===== config.mk =====
export PLATFORM = sky130hd
export DESIGN_NAME = scl_rate_gen
export DESIGN_NICKNAME = d
export VERILOG_FILES = /design/src/rtl/sclgen_pkg.sv /design/src/rtl/scl_in_filter.sv /design/src/rtl/ref_tick_gen.sv /design/src/rtl/scl_rate_gen.sv
export SDC_FILE = /design/constraint.sdc
export NUM_CORES = 1
export LEC_CHECK = 0
export ABC_AREA = 1
export BUFFER_PORTS_ARGS = -buffer_cell sky130_fd_sc_hd__buf_2
export CORE_UTILIZATION = 38
export DETAILED_ROUTE_END_ITERATION = 16
export PLACE_DENSITY = 0.66
export SYNTH_ARGS = -nofsm -noshare
export SYNTH_HDL_FRONTEND = slang
export SYNTH_HIERARCHICAL = 1
export SYNTH_SLANG_ARGS = --single-unit
export TNS_END_PERCENT = 50

===== constraint.sdc =====
create_clock -name clk -period 1.65 [get_ports clk]
set_clock_uncertainty 0.2 [all_clocks]
set_input_delay 0.495 -clock clk [delete_from_list [all_inputs] [get_ports clk]]
set_output_delay 0.495 -clock clk [all_outputs]
set_load 0.05 [all_outputs]

===== src/rtl/sclgen_pkg.sv =====
package sclgen_pkg;
  typedef enum logic [1:0] {
    PH_IDLE  = 2'd0,
    PH_LOW   = 2'd1,
    PH_WAITH = 2'd2,
    PH_HIGH  = 2'd3
  } phase_e;

  // extra reference ticks folded into every phase
  localparam int unsigned EXTRA_BYPASS = 4;
  localparam int unsigned EXTRA_DIV    = 3;
endpackage


===== src/rtl/scl_in_filter.sv =====
module scl_in_filter #(
  parameter int unsigned SYNC_STAGES = 2
) (
  input  logic clk,
  input  logic rst_n,
  input  logic scl_raw,
  output logic scl_filt
);
  logic [SYNC_STAGES:0] chain_q;
  logic                 filt_q;
  logic                 filt_d;
  logic                 filt_en;

  // synchronizer plus one extra stage for the agreement test
  always_ff @(posedge clk or negedge rst_n) begin
    if (!rst_n) chain_q <= '1;
    else        chain_q <= {chain_q[SYNC_STAGES-1:0], scl_raw};
  end

  // level updates only when two consecutive samples agree
  always_comb begin
    filt_en = (chain_q[SYNC_STAGES] == chain_q[SYNC_STAGES-1]);
    filt_d  = chain_q[SYNC_STAGES];
  end

  always_ff @(posedge clk or negedge rst_n) begin
    if (!rst_n)       filt_q <= 1'b1;
    else if (filt_en) filt_q <= filt_d;
  end

  assign scl_filt = filt_q;
endmodule


===== src/rtl/ref_tick_gen.sv =====
module ref_tick_gen #(
  parameter int unsigned SEL_W = 3
) (
  input  logic             clk,
  input  logic             rst_n,
  input  logic             clr,
  input  logic [SEL_W-1:0] sel,
  output logic             tick
);
  localparam int unsigned DIV_W = (1 << SEL_W) - 1;
  localparam logic [DIV_W:0]   ONE_W = 1;
  localparam logic [DIV_W-1:0] INC   = 1;

  logic [DIV_W-1:0] cnt_q, cnt_d;
  logic [DIV_W:0]   lim_w;

  always_comb begin
    lim_w = (ONE_W << sel) - ONE_W;
    tick  = (cnt_q == lim_w[DIV_W-1:0]);
    if (clr || tick) cnt_d = '0;
    else             cnt_d = cnt_q + INC;
  end

  always_ff @(posedge clk or negedge rst_n) begin
    if (!rst_n) cnt_q <= '0;
    else        cnt_q <= cnt_d;
  end
endmodule


===== src/rtl/scl_rate_gen.sv =====
module scl_rate_gen #(
  parameter int unsigned CNT_W       = 5,
  parameter int unsigned SEL_W       = 3,
  parameter int unsigned SYNC_STAGES = 2
) (
  input  logic             clk,
  input  logic             rst_n,
  input  logic [SEL_W-1:0] presc_sel,
  input  logic [CNT_W-1:0] low_cnt,
  input  logic [CNT_W-1:0] high_cnt,
  input  logic             start_req,
  input  logic             stop_req,
  input  logic             scl_in,
  output logic             scl_drive_low,
  output logic             lo_start,
  output logic             hi_start
);
  import sclgen_pkg::*;

  localparam int unsigned TGT_W = CNT_W + 1;
  localparam logic [TGT_W-1:0] T_ONE = 1;

  // reset: asserted asynchronously, released on the clock
  logic [1:0] rs_q;
  logic       rst_core_n;
  always_ff @(posedge clk or negedge rst_n) begin
    if (!rst_n) rs_q <= 2'b00;
    else        rs_q <= {rs_q[0], 1'b1};
  end
  assign rst_core_n = rs_q[1];

  logic scl_filt;
  logic tick;
  logic enter_low, enter_high;
  logic cfg_en;

  phase_e           ph_q, ph_d;
  logic [TGT_W-1:0] tcnt_q, tcnt_d;
  logic [TGT_W-1:0] tgt_q, tgt_d;
  logic [SEL_W-1:0] sel_q, sel_d;
  logic             stop_pend_q, stop_pend_d;
  logic             lo_start_q, hi_start_q;
  logic             last_tick;

  scl_in_filter #(.SYNC_STAGES(SYNC_STAGES)) u_filt (
    .clk      (clk),
    .rst_n    (rst_core_n),
    .scl_raw  (scl_in),
    .scl_filt (scl_filt)
  );

  ref_tick_gen #(.SEL_W(SEL_W)) u_tick (
    .clk   (clk),
    .rst_n (rst_core_n),
    .clr   (cfg_en),
    .sel   (sel_q),
    .tick  (tick)
  );

  function automatic logic [TGT_W-1:0] phase_target(input logic [CNT_W-1:0] n,
                                                     input logic [SEL_W-1:0] s);
    logic [TGT_W-1:0] base;
    base = (n == '0) ? T_ONE : {1'b0, n};
    if (s == '0) return base + TGT_W'(EXTRA_BYPASS);
    else         return base + TGT_W'(EXTRA_DIV);
  endfunction

  always_comb begin
    ph_d        = ph_q;
    tcnt_d      = tcnt_q;
    tgt_d       = tgt_q;
    sel_d       = sel_q;
    stop_pend_d = stop_pend_q;
    enter_low   = 1'b0;
    enter_high  = 1'b0;
    last_tick   = tick && (tcnt_q == (tgt_q - T_ONE));

    unique case (ph_q)
      PH_IDLE: begin
        stop_pend_d = 1'b0;
        if (start_req && !stop_req) enter_low = 1'b1;
      end
      PH_LOW: begin
        if (stop_req) stop_pend_d = 1'b1;
        if (last_tick)  ph_d   = PH_WAITH;
        else if (tick)  tcnt_d = tcnt_q + T_ONE;
      end
      PH_WAITH: begin
        if (stop_req) stop_pend_d = 1'b1;
        if (scl_filt) enter_high = 1'b1;
      end
      PH_HIGH: begin
        if (stop_req) stop_pend_d = 1'b1;
        if (last_tick) begin
          if (stop_pend_q || stop_req) begin
            ph_d        = PH_IDLE;
            stop_pend_d = 1'b0;
          end else begin
            enter_low = 1'b1;
          end
        end else if (tick) begin
          tcnt_d = tcnt_q + T_ONE;
        end
      end
      default: ph_d = PH_IDLE;
    endcase

    cfg_en = enter_low || enter_high;
    if (enter_low) begin
      ph_d  = PH_LOW;
      tgt_d = phase_target(low_cnt, presc_sel);
    end
    if (enter_high) begin
      ph_d  = PH_HIGH;
      tgt_d = phase_target(high_cnt, presc_sel);
    end
    if (cfg_en) begin
      sel_d  = presc_sel;
      tcnt_d = '0;
    end
  end

  always_ff @(posedge clk or negedge rst_core_n) begin
    if (!rst_core_n) begin
      ph_q        <= PH_IDLE;
      tcnt_q      <= '0;
      stop_pend_q <= 1'b0;
      lo_start_q  <= 1'b0;
      hi_start_q  <= 1'b0;
    end else begin
      ph_q        <= ph_d;
      tcnt_q      <= tcnt_d;
      stop_pend_q <= stop_pend_d;
      lo_start_q  <= enter_low;
      hi_start_q  <= enter_high;
    end
  end

  // phase settings load only on a phase entry
  always_ff @(posedge clk or negedge rst_core_n) begin
    if (!rst_core_n) begin
      tgt_q <= T_ONE;
      sel_q <= '0;
    end else if (cfg_en) begin
      tgt_q <= tgt_d;
      sel_q <= sel_d;
    end
  end

  assign scl_drive_low = (ph_q == PH_LOW);
  assign lo_start      = lo_start_q;
  assign hi_start      = hi_start_q;
endmodule


Word level (Yosys, flattened, before mapping):

Cells that the tools add are included.

* equal/unequal tests: 10
* shift-type cells: 1
* multiplexer cells: 27
* add/subtract/negate cells: 8
* divide/modulo/power cells: 0
* magnitude comparators: 0
* reductions and logical operators: 19
* bitwise gates (word level): 0
* $mul: 0

Operators by type and width (count)
* $mux W6: 8
* $add A5 B2 Y6 const B: 2
* $add A5 B3 Y6 const B: 2
* $logic_not A5 Y1: 2
* $mux W2: 5
* $mux W5: 2
* $mux W1: 8
* $ne A4 B4 Y1 const B: 2
* $add A7 B1 Y7 const B: 1
* $eq A7 B7 Y1: 1
* $mux W7: 1
* $shl A1 B3 Y7 const A: 1
* $sub A7 B1 Y7 const B: 1
* $add A6 B1 Y6 const B: 1
* $eq A6 B6 Y1: 1
* $reduce_bool A2 Y1: 3
* $sub A6 B1 Y6 const B: 1
* $eq A2 B2 Y1 const B: 2
* $ne A4 B1 Y1 const B: 1
* $pmux W2 S2: 1
* $reduce_and A4 Y1: 1
* $reduce_bool A4 Y1: 1
* $reduce_or A2 Y1: 2
* $logic_not A3 Y1: 1
* 11 further kinds: 14

* output and inout bits: 3
* memories kept: 0
* input port bits: 18
* memory bits (writable): 0
* ROM bits: 0
* bits in latches: 0
* bits in registers: 33
* word-level logic and storage cells: 76

Depth between registers and ports, before layout:

Gate-level depths: netlist of run 1.

* depth in word-level cells: 9
* depth in mapped cells: 17
* mapped depth without buffers: 16

By module:

Netlist of run 1, hierarchy kept.

Modules (own cells, without submodules)
* scl_rate_gen: cells an instance 238, area an instance 1699.1 um^2, times used 1, seq. area each 551.8 um^2
* ref_tick_gen: cells an instance 73, area an instance 559.3 um^2, times used 1, seq. area each 175.2 um^2
* scl_in_filter: cells an instance 8, area an instance 121.4 um^2, times used 1, seq. area each 105.1 um^2

Least setup slack after synthesis of run 1:

OpenSTA, ideal clock, no wires.

* kind: register to register
* start point: register tgt_q[0]
* end point: register u_tick.cnt_q[2]
* buffers on the path: 1
* period minus slack after synthesis: 2282 ps
* path slack: -632 ps
* library setup time: 121 ps
* arrival: 1962 ps
* stages on the path, launching flop included: 15
* required time: 1329 ps
* cell sequence: dfstp_2 -> inv_1 -> ha_1 -> xnor2_1 -> nor2_1 -> nand3_1 -> nor2_2 -> nand3_2 -> nand2_2 -> nand2_4 -> nand2_4 -> buf_6 -> inv_1 -> nand2_8 -> nor2_2

* word-level cells in the longest chain between the ends: 8

RTL lines
* from (decl): line scl_rate_gen.sv:39 `logic [TGT_W-1:0] tgt_q, tgt_d;`
* from (signal assigned): line scl_rate_gen.sv:145 `tgt_q <= tgt_d;`
* $sub A6 B1 Y6: line scl_rate_gen.sv:76 `last_tick = tick && (tcnt_q == (tgt_q - T_ONE));`
* $eq A6 B6 Y1: line scl_rate_gen.sv:76
* $logic_and A1 B1 Y1: line scl_rate_gen.sv:76
* $mux W1: line scl_rate_gen.sv:94 `if (last_tick) begin`
* $pmux W1 S2: line scl_rate_gen.sv:78 `unique case (ph_q)`
* $logic_or A1 B1 Y1: line scl_rate_gen.sv:108 `cfg_en = enter_low || enter_high;`
* net cfg_en: line scl_rate_gen.sv:35 `logic cfg_en;`
* $logic_or A1 B1 Y1: line ref_tick_gen.sv:20 `if (clr || tick) cnt_d = '0;`
* $mux W7: line ref_tick_gen.sv:20
* net u_tick.cnt_d[2]: line ref_tick_gen.sv:14 `logic [DIV_W-1:0] cnt_q, cnt_d;`
* to (signal assigned): line ref_tick_gen.sv:26 `else cnt_q <= cnt_d;`
* to (decl): line ref_tick_gen.sv:14

The timed path passes the listed nets, and every way through them passes these cells.
A chain may end at the register's enable or synchronous reset.

Final worst setup path of run 1:

* start point: register tgt_q[0]
* end point: register tcnt_q[2]

* word-level cells in the longest chain between the ends: 8
* elaborated cells on any way between the ends: 11
* those cells by class: add/sub (1); eq/ne (2); mux (3); reduce/logical (5)

RTL lines
* $sub A6 B1 Y6 (*): line scl_rate_gen.sv:76
* $eq A6 B6 Y1 (*): line scl_rate_gen.sv:76
* $logic_and A1 B1 Y1 (*): line scl_rate_gen.sv:76
* $mux W1: line scl_rate_gen.sv:94
* $pmux W1 S2: line scl_rate_gen.sv:78
* $logic_or A1 B1 Y1: line scl_rate_gen.sv:108
* $ne A2 B1 Y1 (no line) or $reduce_bool A2 Y1 (tied branches)
* $reduce_and A3 Y1 (no line)
* to (signal assigned): line scl_rate_gen.sv:132 `tcnt_q <= tcnt_d;`
* to (decl): line scl_rate_gen.sv:38 `logic [TGT_W-1:0] tcnt_q, tcnt_d;`

Every way passes the cells marked *; elsewhere a longest branch is shown, timed or not.

==> results.sh, run 1 <==
export IMPL_run_status="finished with violations"
export IMPL_violations="setup timing"
export IMPL_grt_setup_unrepaired="true"
export IMPL_syn_area_per_cell_um2=7.460
export IMPL_start_kind="flip-flop"
export IMPL_synthCells=319
export IMPL_vias_per_cell=4.688
export IMPL_final_util_pct=52.78
export IMPL_switchingPower_uw=1956
export IMPL_antenna_found_initial=0
export IMPL_worstSetupPathType="flip-flop to flip-flop"
export IMPL_finalWeightedCongestion=0.8305
export IMPL_synthTopCellsByArea="dfrtp_1, nand2_1, ha_1"
export IMPL_fin_setup_tns_ns=-12.45
export IMPL_die_x_um=81.14
export IMPL_grt_pass1_wl_um=8618
export IMPL_core_mm2=0.005991
export IMPL_endpoint_kind="flip-flop"
export IMPL_fin_crit_sh_pct=133.3
export IMPL_synth_most_common_cell="nand2_1"
export IMPL_maxCapViolCount=0
export IMPL_port_buffers=20
export IMPL_crit_path_cell_trace="inv_2, ha_4, xnor2_1, nor2_1, nand3_2, nor2_4, nand3_2, nand2_2, nand2_4, nand2_4, buf_12, nor2_4, nand2_1, nand2_1"
export IMPL_synthArstFlopShare_pct=100.0
export IMPL_synth_flop_cell="dfrtp_1"
export IMPL_critPathMaxFanout=6
export IMPL_p_int_uw=2478
export IMPL_fill_cells=557
export IMPL_nNetsFinal=434
export IMPL_grtUsageTotal_pct=16.90
export IMPL_swShare_pct=44.11
export IMPL_dpl_hpwl_um=3978
export IMPL_diodes=0
export IMPL_post_cts_buffers=0
export IMPL_clk_path_buf_depth=2
export IMPL_post_route_min_period_ns=2.199
export IMPL_ir_drop_uv=794.5
export IMPL_grt_pass1_vias=2089
export IMPL_setup_viol=27
export IMPL_grt_start_max_net_pins=26
export IMPL_total_power_uw=4433
export IMPL_crit_arrival_ns=2.17
export IMPL_vias=2241
export IMPL_drive_above_1_share_pct=34.49
export IMPL_cts_buffers=5
export IMPL_dp_slack_ns=-0.5318
export IMPL_synth_top_area_share_pct=29.44
export IMPL_remaining_drc_errors=0
export IMPL_die_y_um=81.14
export IMPL_num_rows=28
export IMPL_synth_edf_count=0
export IMPL_ioPinCount=21
export IMPL_clk_latency_ns=0.28
export IMPL_yosysTopAreaCell="dfrtp_1"
export IMPL_htree_levels=2
export IMPL_comb_power_share_pct=58.6
export IMPL_ys_types=37
export IMPL_synthesis_area_mm2=0.002380
export IMPL_yosysWarnings=6
export IMPL_drt_pre_antenna_iters=4
export IMPL_ys_seq_area_share_pct=34.96
export IMPL_wl_per_cell_um=10.70
export IMPL_p_clk_share_pct=13.0
export IMPL_p_leak_uw=0.001681
export IMPL_cp_slowest_stage_delay_ns=0.54
export IMPL_ys_ff_latch=33
export IMPL_slew_viol_final=0
export IMPL_max_clock_freq_mhz=454.8
export IMPL_clk_pin_slew_ns=0.07
export IMPL_cts_tree="built"
export IMPL_setup_ws_ns=-0.5488
export IMPL_hold_class="input pin to flip-flop"
export IMPL_crit_slowest_cell="dfstp_2"
export IMPL_whs_ns=0.1060
export IMPL_p_per_area_mw_per_mm2=1402
export IMPL_synthToLayoutAreaGrowth_pct=32.86
export IMPL_root_buffer="clkbuf_8"
export IMPL_hold_viol=0
export IMPL_p_seq_share_pct=28.5
export IMPL_overflow=0
export IMPL_die_area_mm2=0.006583
export IMPL_syn_nets=351
export IMPL_start_util_pct=39.72
export IMPL_drtIter0Drc=64
export IMPL_clock_sinks=33
export IMPL_wirelength_um=5114
export IMPL_synth_common_cells="nand2_1, inv_1, dfrtp_1, nand3_1"
export IMPL_worstPathRequired_ns=1.62
export IMPL_ant_nets=0
## registers in the layout, summed over array words and instances (netlist names)
register,flops
sel_q,3
ph_q,2
rs_q,2
u_filt/scl_filt,1
u_filt/chain_q,3
stop_pend_q,1
hi_start,1
tcnt_q,6
tgt_q,6
u_tick/cnt_q,7
lo_start,1
## stage by stage
step / area [um^2] / cells
floorplan: 2395 / 319
detailed placement: 3017 / 468
global route: 3162 / 478
finish: 3162 / 478
global placement: 3017 / 468
CTS: 3141 / 478
## repair_timing
action | in CTS | in global routing
pin swaps | 3 | 10
endpoints found under the setup margin | 27 | 27
endpoints found under the hold margin | 4 | 0
resized for setup | 8 | 8
hold buffers | 2 | 0
## power groups by stage
stage	clock network, uW	logic (uW)	registers [uW]
final	575	2600	1260
after global routing	621	2900	1290
after CTS	606	2560	1260
after detailed placement	0	2480	1270
after global placement	0	2420	1260
after floorplan	0	1680	1280
## worst paths after layout
kind                                            from                           to  slack (ns)  cells past startpoint
worst max-delay path            tgt_q[0]$_DFFE_PN1N_        tcnt_q[2]$_DFFE_PN0P_       -0.55                     14
worst min-delay path                          scl_in  u_filt/chain_q[0]$_DFF_PN1_        0.11                      1
worst max register to register  tgt_q[0]$_DFFE_PN1N_        tcnt_q[2]$_DFFE_PN0P_       -0.55                     14
worst min register to register     rs_q[1]$_DFF_PN0_  u_filt/chain_q[0]$_DFF_PN1_        0.16                      0
max in group asynchronous          rs_q[1]$_DFF_PN0_          ph_q[1]$_DFFE_PN0P_        0.51                      1
min in group asynchronous          rs_q[1]$_DFF_PN0_  u_filt/chain_q[0]$_DFF_PN1_        0.16                      0
## layout make-up
class / instances / area [um^2] / share of cell area [%]
clock buffer: 6 / 72.57 / 2.295
sequential: 33 / 832.0 / 26.32
clock inverter: 2 / 10.01 / 0.3166
multi-input combinational: 230 / 1353 / 42.78
inverter: 51 / 193.9 / 6.134
tap: 75 / 93.84 / 2.968
timing repair buffer: 81 / 606.8 / 19.19
## placed cells by master, fill, tap and decap left out, types with 7 or more instances in the layout
cell type  netlist  final
nor2_2          10      9
nor2_1          14     14
o21ai_0         11     11
nand2_1         90     85
buf_4            0     56
ha_1            14     12
inv_2            8     12
a21oi_1          7      7
buf_2            0     19
dfrtp_1         28     28
nand3_1         23     22
inv_1           42     37
xor2_1          12     12
nand2_2          4      9
## logic make-up (layout without fill, tap and decap cells)
group / Yosys count / after routing / synth area share (%)
flops: 33 / 33 / 34.96
compound gates: 36 / 36 / 8.570
other cells: 1 / 1 / 0.1576
fa+ha+maj: 14 / 14 / 7.361
xor+xnor: 15 / 15 / 5.521
buf+inv: 56 / 140 / 10.25
simple gates: 164 / 164 / 33.18
## worst max-delay path: cells and delay by family (launching register included)
family                   cells  cell delay, ns
adder cells (fa/ha/maj)      1            0.21
AND/OR/NAND/NOR             10            0.84
flip-flops                   1            0.54
buffers and inverters        2            0.17
XOR/XNOR                     1            0.12
## metal layers
layer | vias to the layer above | GRT usage [%] | share of wire (%)
li1 | 1178 | - | -
met1 | 1029 | 20.49 | 45
met2 | 32 | 30.59 | 51
met3 | 2 | 2.022 | 2.4
met4 | 0 | 5.893 | 0.63
met5 | - | 0 | 0
No activity file was read; power rests on OpenSTA's default activity.
==> inputs of run 2 (changes only) <==
- CORE_MARGIN: not set -> 3
- GPL_TIMING_DRIVEN: not set -> 0
==> run 2 against run 1 <==
Net effect: the flow still finishes with violations (setup timing); via count decreased by 8.3%; clock-buffer cell count unchanged; non-clock buffer count shrank 48; hold slack got worse by 0.0042 ns; wire length fell by 6.3%; critical path type unchanged.
==> results.sh, run 2 (same netlist as run 1, synthesis figures left out) <==
export IMPL_finalWeightedCongestion=0.7948
export IMPL_cp_slowest_stage_delay_ns=0.54
export IMPL_drtIter0Drc=70
export IMPL_final_cell_mix="nand2_1, inv_1, dfrtp_1"
export IMPL_grt_setup_unrepaired="true"
export IMPL_vias=2056
export IMPL_violations="setup timing"
export IMPL_critPathMaxFanout=7
export IMPL_clk_latency_ns=0.28
export IMPL_clk_pin_slew_ns=0.07
export IMPL_num_rows=28
export IMPL_top_register="u_tick/cnt_q"
export IMPL_grtUsageTotal_pct=14.36
export IMPL_wirelength_um=4794
export IMPL_start_kind="flip-flop"
export IMPL_diodes=0
export IMPL_dp_cells=414
export IMPL_cts_buffers=5
export IMPL_ir_drop_uv=722.5
export IMPL_grt_start_max_net_pins=32
export IMPL_die_x_um=85.14
export IMPL_setup_ws_ns=-0.5295
export IMPL_ant_nets=0
export IMPL_hold_viol=0
export IMPL_ioPinCount=21
export IMPL_maxSlewHeadroom_pct=55.54
export IMPL_max_clock_freq_mhz=458.8
export IMPL_crit_arrival_ns=2.14
export IMPL_fin_crit_sh_pct=132.1
export IMPL_run_status="finished with violations"
export IMPL_setup_viol=27
export IMPL_post_route_min_period_ns=2.179
export IMPL_p_per_area_mw_per_mm2=1495
export IMPL_drt_pre_antenna_iters=4
export IMPL_core_mm2=0.005991
export IMPL_nNetsFinal=386
export IMPL_dpl_hpwl_um=3507
export IMPL_synthToLayoutAreaGrowth_pct=18.72
export IMPL_layout_commonest_cell="nand2_1"
export IMPL_worstPathRequired_ns=1.61
export IMPL_reg_top3="u_tick/cnt_q (7), tcnt_q (6), tgt_q (6)"
export IMPL_drive_above_1_share_pct=26.20
export IMPL_final_instance_count_excl_fill=430
export IMPL_crit_slowest_cell="dfstp_2"
export IMPL_grt_pass1_wl_um=8514
export IMPL_dpl_instance_area_mm2=0.002589
export IMPL_worst_slew_pin_slew_ns=0.6669
export IMPL_hold_class="flip-flop to asynchronous set/reset pin"
export IMPL_clk_path_buf_depth=2
export IMPL_crit_path_cell_trace="inv_2, ha_4, xnor2_1, nor2_1, nand3_2, nor2_4, nand3_2, nand2_2, nand2_4, nand2_4, buf_8, inv_4, nand2_8, nor2_2"
export IMPL_die_area_mm2=0.007248
export IMPL_worstSetupPathType="flip-flop to flip-flop"
export IMPL_root_buffer="clkbuf_8"
export IMPL_final_util_pct=47.16
export IMPL_port_buffers=20
export IMPL_grt_pass1_vias=1984
export IMPL_clock_sinks=33
export IMPL_die_y_um=85.14
export IMPL_vias_per_cell=4.781
export IMPL_dp_slack_ns=-0.7207
export IMPL_total_power_uw=4225
export IMPL_fin_area_mm2=0.002825
export IMPL_maxCapViolCount=0
export IMPL_htree_levels=2
export IMPL_cts_tree="built"
export IMPL_overflow=0
export IMPL_largest_reg_flops=7
export IMPL_slew_viol_final=0
export IMPL_wl_per_cell_um=11.15
export IMPL_endpoint_kind="flip-flop"
export IMPL_remaining_drc_errors=0
export IMPL_start_util_pct=39.72
export IMPL_p_leak_uw=0.001461
export IMPL_antenna_found_initial=0
[run 2: metrics by stage]
stage / hold slack, ns / setup TNS [ns]
3_5_place_dp: 0.08180 / -16.13
4_1_cts: 0.1046 / -12.17
2_1_floorplan: -0.0005910 / -10.06
6_report: 0.1018 / -12.89
3_3_place_gp: 0.08048 / -15.16
5_1_grt: 0.09318 / -15.77
[run 2: where the power goes]
group          switching, uW  internal, uW
sequential               242          1050
clock                    288           292
combinational           1380           972
total                   1910          2310
[run 2: final cells by class]
class                           count  area (um^2)
Fill cell                         598         3166
Multi-Input combinational cell    230         1365
Sequential cell                    33        833.3
Timing Repair Buffer               28        197.7
Inverter                           51        195.2
Tap cell                           75        93.84
Clock buffer                        6        72.57
Buffer                              5        57.56
Clock inverter                      2        10.01
[run 2: final timing paths]
check                                           from                           to  cells after the start  slack [ns]
worst max-delay path            tgt_q[0]$_DFFE_PN1N_    u_tick/cnt_q[0]$_DFF_PN0_                     14       -0.53
max in group asynchronous          rs_q[1]$_DFF_PN0_         tgt_q[3]$_DFFE_PN0N_                      0        0.72
worst min-delay path               rs_q[1]$_DFF_PN0_        tcnt_q[5]$_DFFE_PN0P_                      0        0.10
worst min register to register     rs_q[1]$_DFF_PN0_        tcnt_q[5]$_DFFE_PN0P_                      0        0.10
min in group clk                              scl_in  u_filt/chain_q[0]$_DFF_PN1_                      1        0.11
worst max register to register  tgt_q[0]$_DFFE_PN1N_    u_tick/cnt_q[0]$_DFF_PN0_                     14       -0.53
[run 2: layer usage]
metal / track usage [%] / vias up / share of wire, %
li1: - / 1083 / -
met1: 18.10 / 934 / 47
met2: 24.86 / 35 / 49
met3: 2.718 / 4 / 3.2
met4: 4.317 / 0 / 0.79
met5: 0 / - / 0
[run 2: timing repair]
item | 4_1_cts | 5_1_grt
cloned | 0 | 0
hold buffers | 1 | 0
pin swaps | 2 | 3
setup buffers | 5 | 2
endpoints found under the hold margin | 2 | 0
endpoints found under the setup margin | 28 | 28
resized for setup | 9 | 12
[run 2: worst max-delay path, delay by kind of cell (launching register included)]
kind | cells | cell delay (ns)
and+or+nand+nor | 9 | 0.77
DFF | 1 | 0.54
buffers and inverters | 3 | 0.22
adders and majority gates | 1 | 0.21
xor gates and xnor gates | 1 | 0.12
==> inputs of run 3 (changes only) <==
- BUFFER_PORTS_ARGS: -buffer_cell sky130_fd_sc_hd__buf_2 -> not set
- DONT_BUFFER_PORTS: not set -> 1
- PLACE_DENSITY: 0.66 -> not set
- PLACE_DENSITY_LB_ADDON: not set -> 0.15
==> run 3 against run 2 <==
Net effect: the run still ends with setup timing left; critical path depth is the same; first-iteration DRC count is 16% lower; die area is the same; highest routed layer unchanged; clock-buffer cell count increased by 1; global-route usage down 0.43 points; cell area fell by 1.4%; power increased by 3.1%; non-clock buffer count down 19; worst setup slack got worse by 0.022 ns; hold slack better by 0.0063 ns; critical endpoint is now u_tick/cnt_q[2]$_DFF_PN0_; clock power up 15%.
==> results.sh, run 3 (same netlist as run 1, synthesis figures left out) <==
export IMPL_grt_pass1_vias=1910
export IMPL_setup_viol=27
export IMPL_clk_path_buf_depth=2
export IMPL_dpl_hpwl_um=3561
export IMPL_ir_drop_uv=766.9
export IMPL_clock_sinks=33
export IMPL_worstSetupPathType="flip-flop to flip-flop"
export IMPL_root_buffer="clkbuf_8"
export IMPL_fill_cells=581
export IMPL_num_rows=28
export IMPL_worstPathRequired_ns=1.61
export IMPL_setup_ws_ns=-0.5520
export IMPL_wl_per_cell_um=11.54
export IMPL_grt_start_max_net_pins=32
export IMPL_finalWeightedCongestion=0.7546
export IMPL_vias_per_cell=4.783
export IMPL_maxSlewHeadroom_pct=54.64
export IMPL_cts_tree="built"
export IMPL_endpoint_kind="flip-flop"
export IMPL_ant_nets=0
export IMPL_maxCapViolCount=0
export IMPL_drive_above_1_share_pct=21.73
export IMPL_worst_slew_pin_slew_ns=0.6804
export IMPL_drtIter0Drc=59
export IMPL_reg_top3="u_tick/cnt_q (7), tcnt_q (6), tgt_q (6)"
export IMPL_run_status="finished with violations"
export IMPL_max_clock_freq_mhz=454.1
export IMPL_hold_class="flip-flop to asynchronous set/reset pin"
export IMPL_grtUsageTotal_pct=13.93
export IMPL_grt_pass1_wl_um=8342
export IMPL_cts_buffers=5
export IMPL_r2r_slack_ns=-0.55
export IMPL_p_per_area_mw_per_mm2=1564
export IMPL_ioPinCount=21
export IMPL_vias=1966
export IMPL_synthToLayoutAreaGrowth_pct=17.03
export IMPL_r2r_start="tgt_q[0]$_DFFE_PN1N_"
export IMPL_antenna_found_initial=0
export IMPL_grt_setup_unrepaired="true"
export IMPL_violations="setup timing"
export IMPL_die_x_um=85.14
export IMPL_port_buffers=0
export IMPL_layout_commonest_cell="nand2_1"
export IMPL_hold_viol=0
export IMPL_crit_arrival_ns=2.17
export IMPL_post_route_min_period_ns=2.202
export IMPL_multi_input_area_mm2=0.001369
export IMPL_start_util_pct=39.72
export IMPL_start_kind="flip-flop"
export IMPL_final_cell_mix="nand2_1, inv_1, dfrtp_1"
export IMPL_diodes=0
export IMPL_clk_pin_slew_ns=0.07
export IMPL_top_register="u_tick/cnt_q"
export IMPL_critPathMaxFanout=7
export IMPL_die_y_um=85.14
export IMPL_htree_levels=2
export IMPL_clk_latency_ns=0.28
export IMPL_wirelength_um=4744
export IMPL_regArea_um2=833.3
export IMPL_core_mm2=0.005991
export IMPL_overflow=0
export IMPL_rr_worst_depth=14
export IMPL_slew_viol_final=0
export IMPL_die_area_mm2=0.007248
export IMPL_fin_crit_sh_pct=133.5
export IMPL_nNetsFinal=367
export IMPL_largest_reg_flops=7
export IMPL_total_power_uw=4356
export IMPL_p_leak_uw=0.001394
export IMPL_final_util_pct=46.49
export IMPL_remaining_drc_errors=0
export IMPL_drt_pre_antenna_iters=4
export IMPL_r2r_end="u_tick/cnt_q[2]$_DFF_PN0_"
run 3: cell types whose count changed in the layout (fill, tap and decap cells not counted), moves of 2 or more:
cell	delta
clkbuf_8	+2
clkinv_2	-2
buf_2	-19
buf_4	-2
run 3: layer usage:
layer	vias up	global-route usage [%]	share of wire [%]
met5	-	0	0
met4	0	3.453	0.61
met3	2	2.718	3.6
met2	30	22.67	46
met1	893	19.03	50
li1	1041	-	-
run 3: critical path, cell delays in order (launching register included):
cell     delay, ns
dfstp_2       0.56
inv_4         0.04
ha_4          0.21
xnor2_1       0.12
nor2_1        0.11
nand3_2       0.12
nor2_4        0.14
nand3_2       0.07
nand2_2       0.08
nand2_4       0.08
nand2_8       0.08
buf_8         0.12
inv_4         0.04
nand2_8       0.08
nor2_2        0.04
run 3: worst max-delay path by stage:
stage                    startpoint                        end  slack (ns)  depth (start not counted)
2_1_floorplan  tgt_q[0]$_DFFE_PN1N_  u_tick/cnt_q[2]$_DFF_PN0_       -0.47                         17
3_3_place_gp   tgt_q[0]$_DFFE_PN1N_  u_tick/cnt_q[0]$_DFF_PN0_       -0.70                         17
3_5_place_dp   tgt_q[0]$_DFFE_PN1N_  u_tick/cnt_q[2]$_DFF_PN0_       -0.71                         17
4_1_cts        tgt_q[0]$_DFFE_PN1N_       tgt_q[1]$_DFFE_PN0N_       -0.58                         13
5_1_grt        tgt_q[0]$_DFFE_PN1N_      tcnt_q[2]$_DFFE_PN0P_       -0.71                         17
6_report       tgt_q[0]$_DFFE_PN1N_  u_tick/cnt_q[2]$_DFF_PN0_       -0.55                         14
run 3: final cells by class:
cell class	count	area share, %
Timing Repair Buffer	9	4.672
Inverter	51	7.188
Tap cell	75	3.369
Multi-Input combinational cell	230	49.15
Buffer	5	2.066
Clock inverter	1	0.1797
Sequential cell	33	29.92
Clock buffer	7	3.459
run 3: report_power, final:
part           switching, uW  internal [uW]
Clock                    289            377
Combinational           1340           1020
Sequential               285           1050
run 3: timing repair:
item                                    CTS  global route
gates cloned                              1             0
hold buffers                              2             0
endpoints found under the setup margin   28            28
pin swaps                                 2             6
setup buffers                             5             1
resized for setup                         5            16
endpoints found under the hold margin     3             0
run 3: stage by stage:
stage               hold slack, ns  worst slack, ns  cells  TNS, ns  cell area, um^2
floorplan               -0.0005910          -0.4735    319   -10.06             2395
global placement        -0.0005482          -0.7010    394   -15.76             2489
detailed placement      -0.0005542          -0.7119    394   -15.99             2489
CTS                         0.1175          -0.5785    410   -13.51             2723
global route                0.1225          -0.7099    411   -17.53             2785
finish                      0.1082          -0.5520    411   -13.35             2785
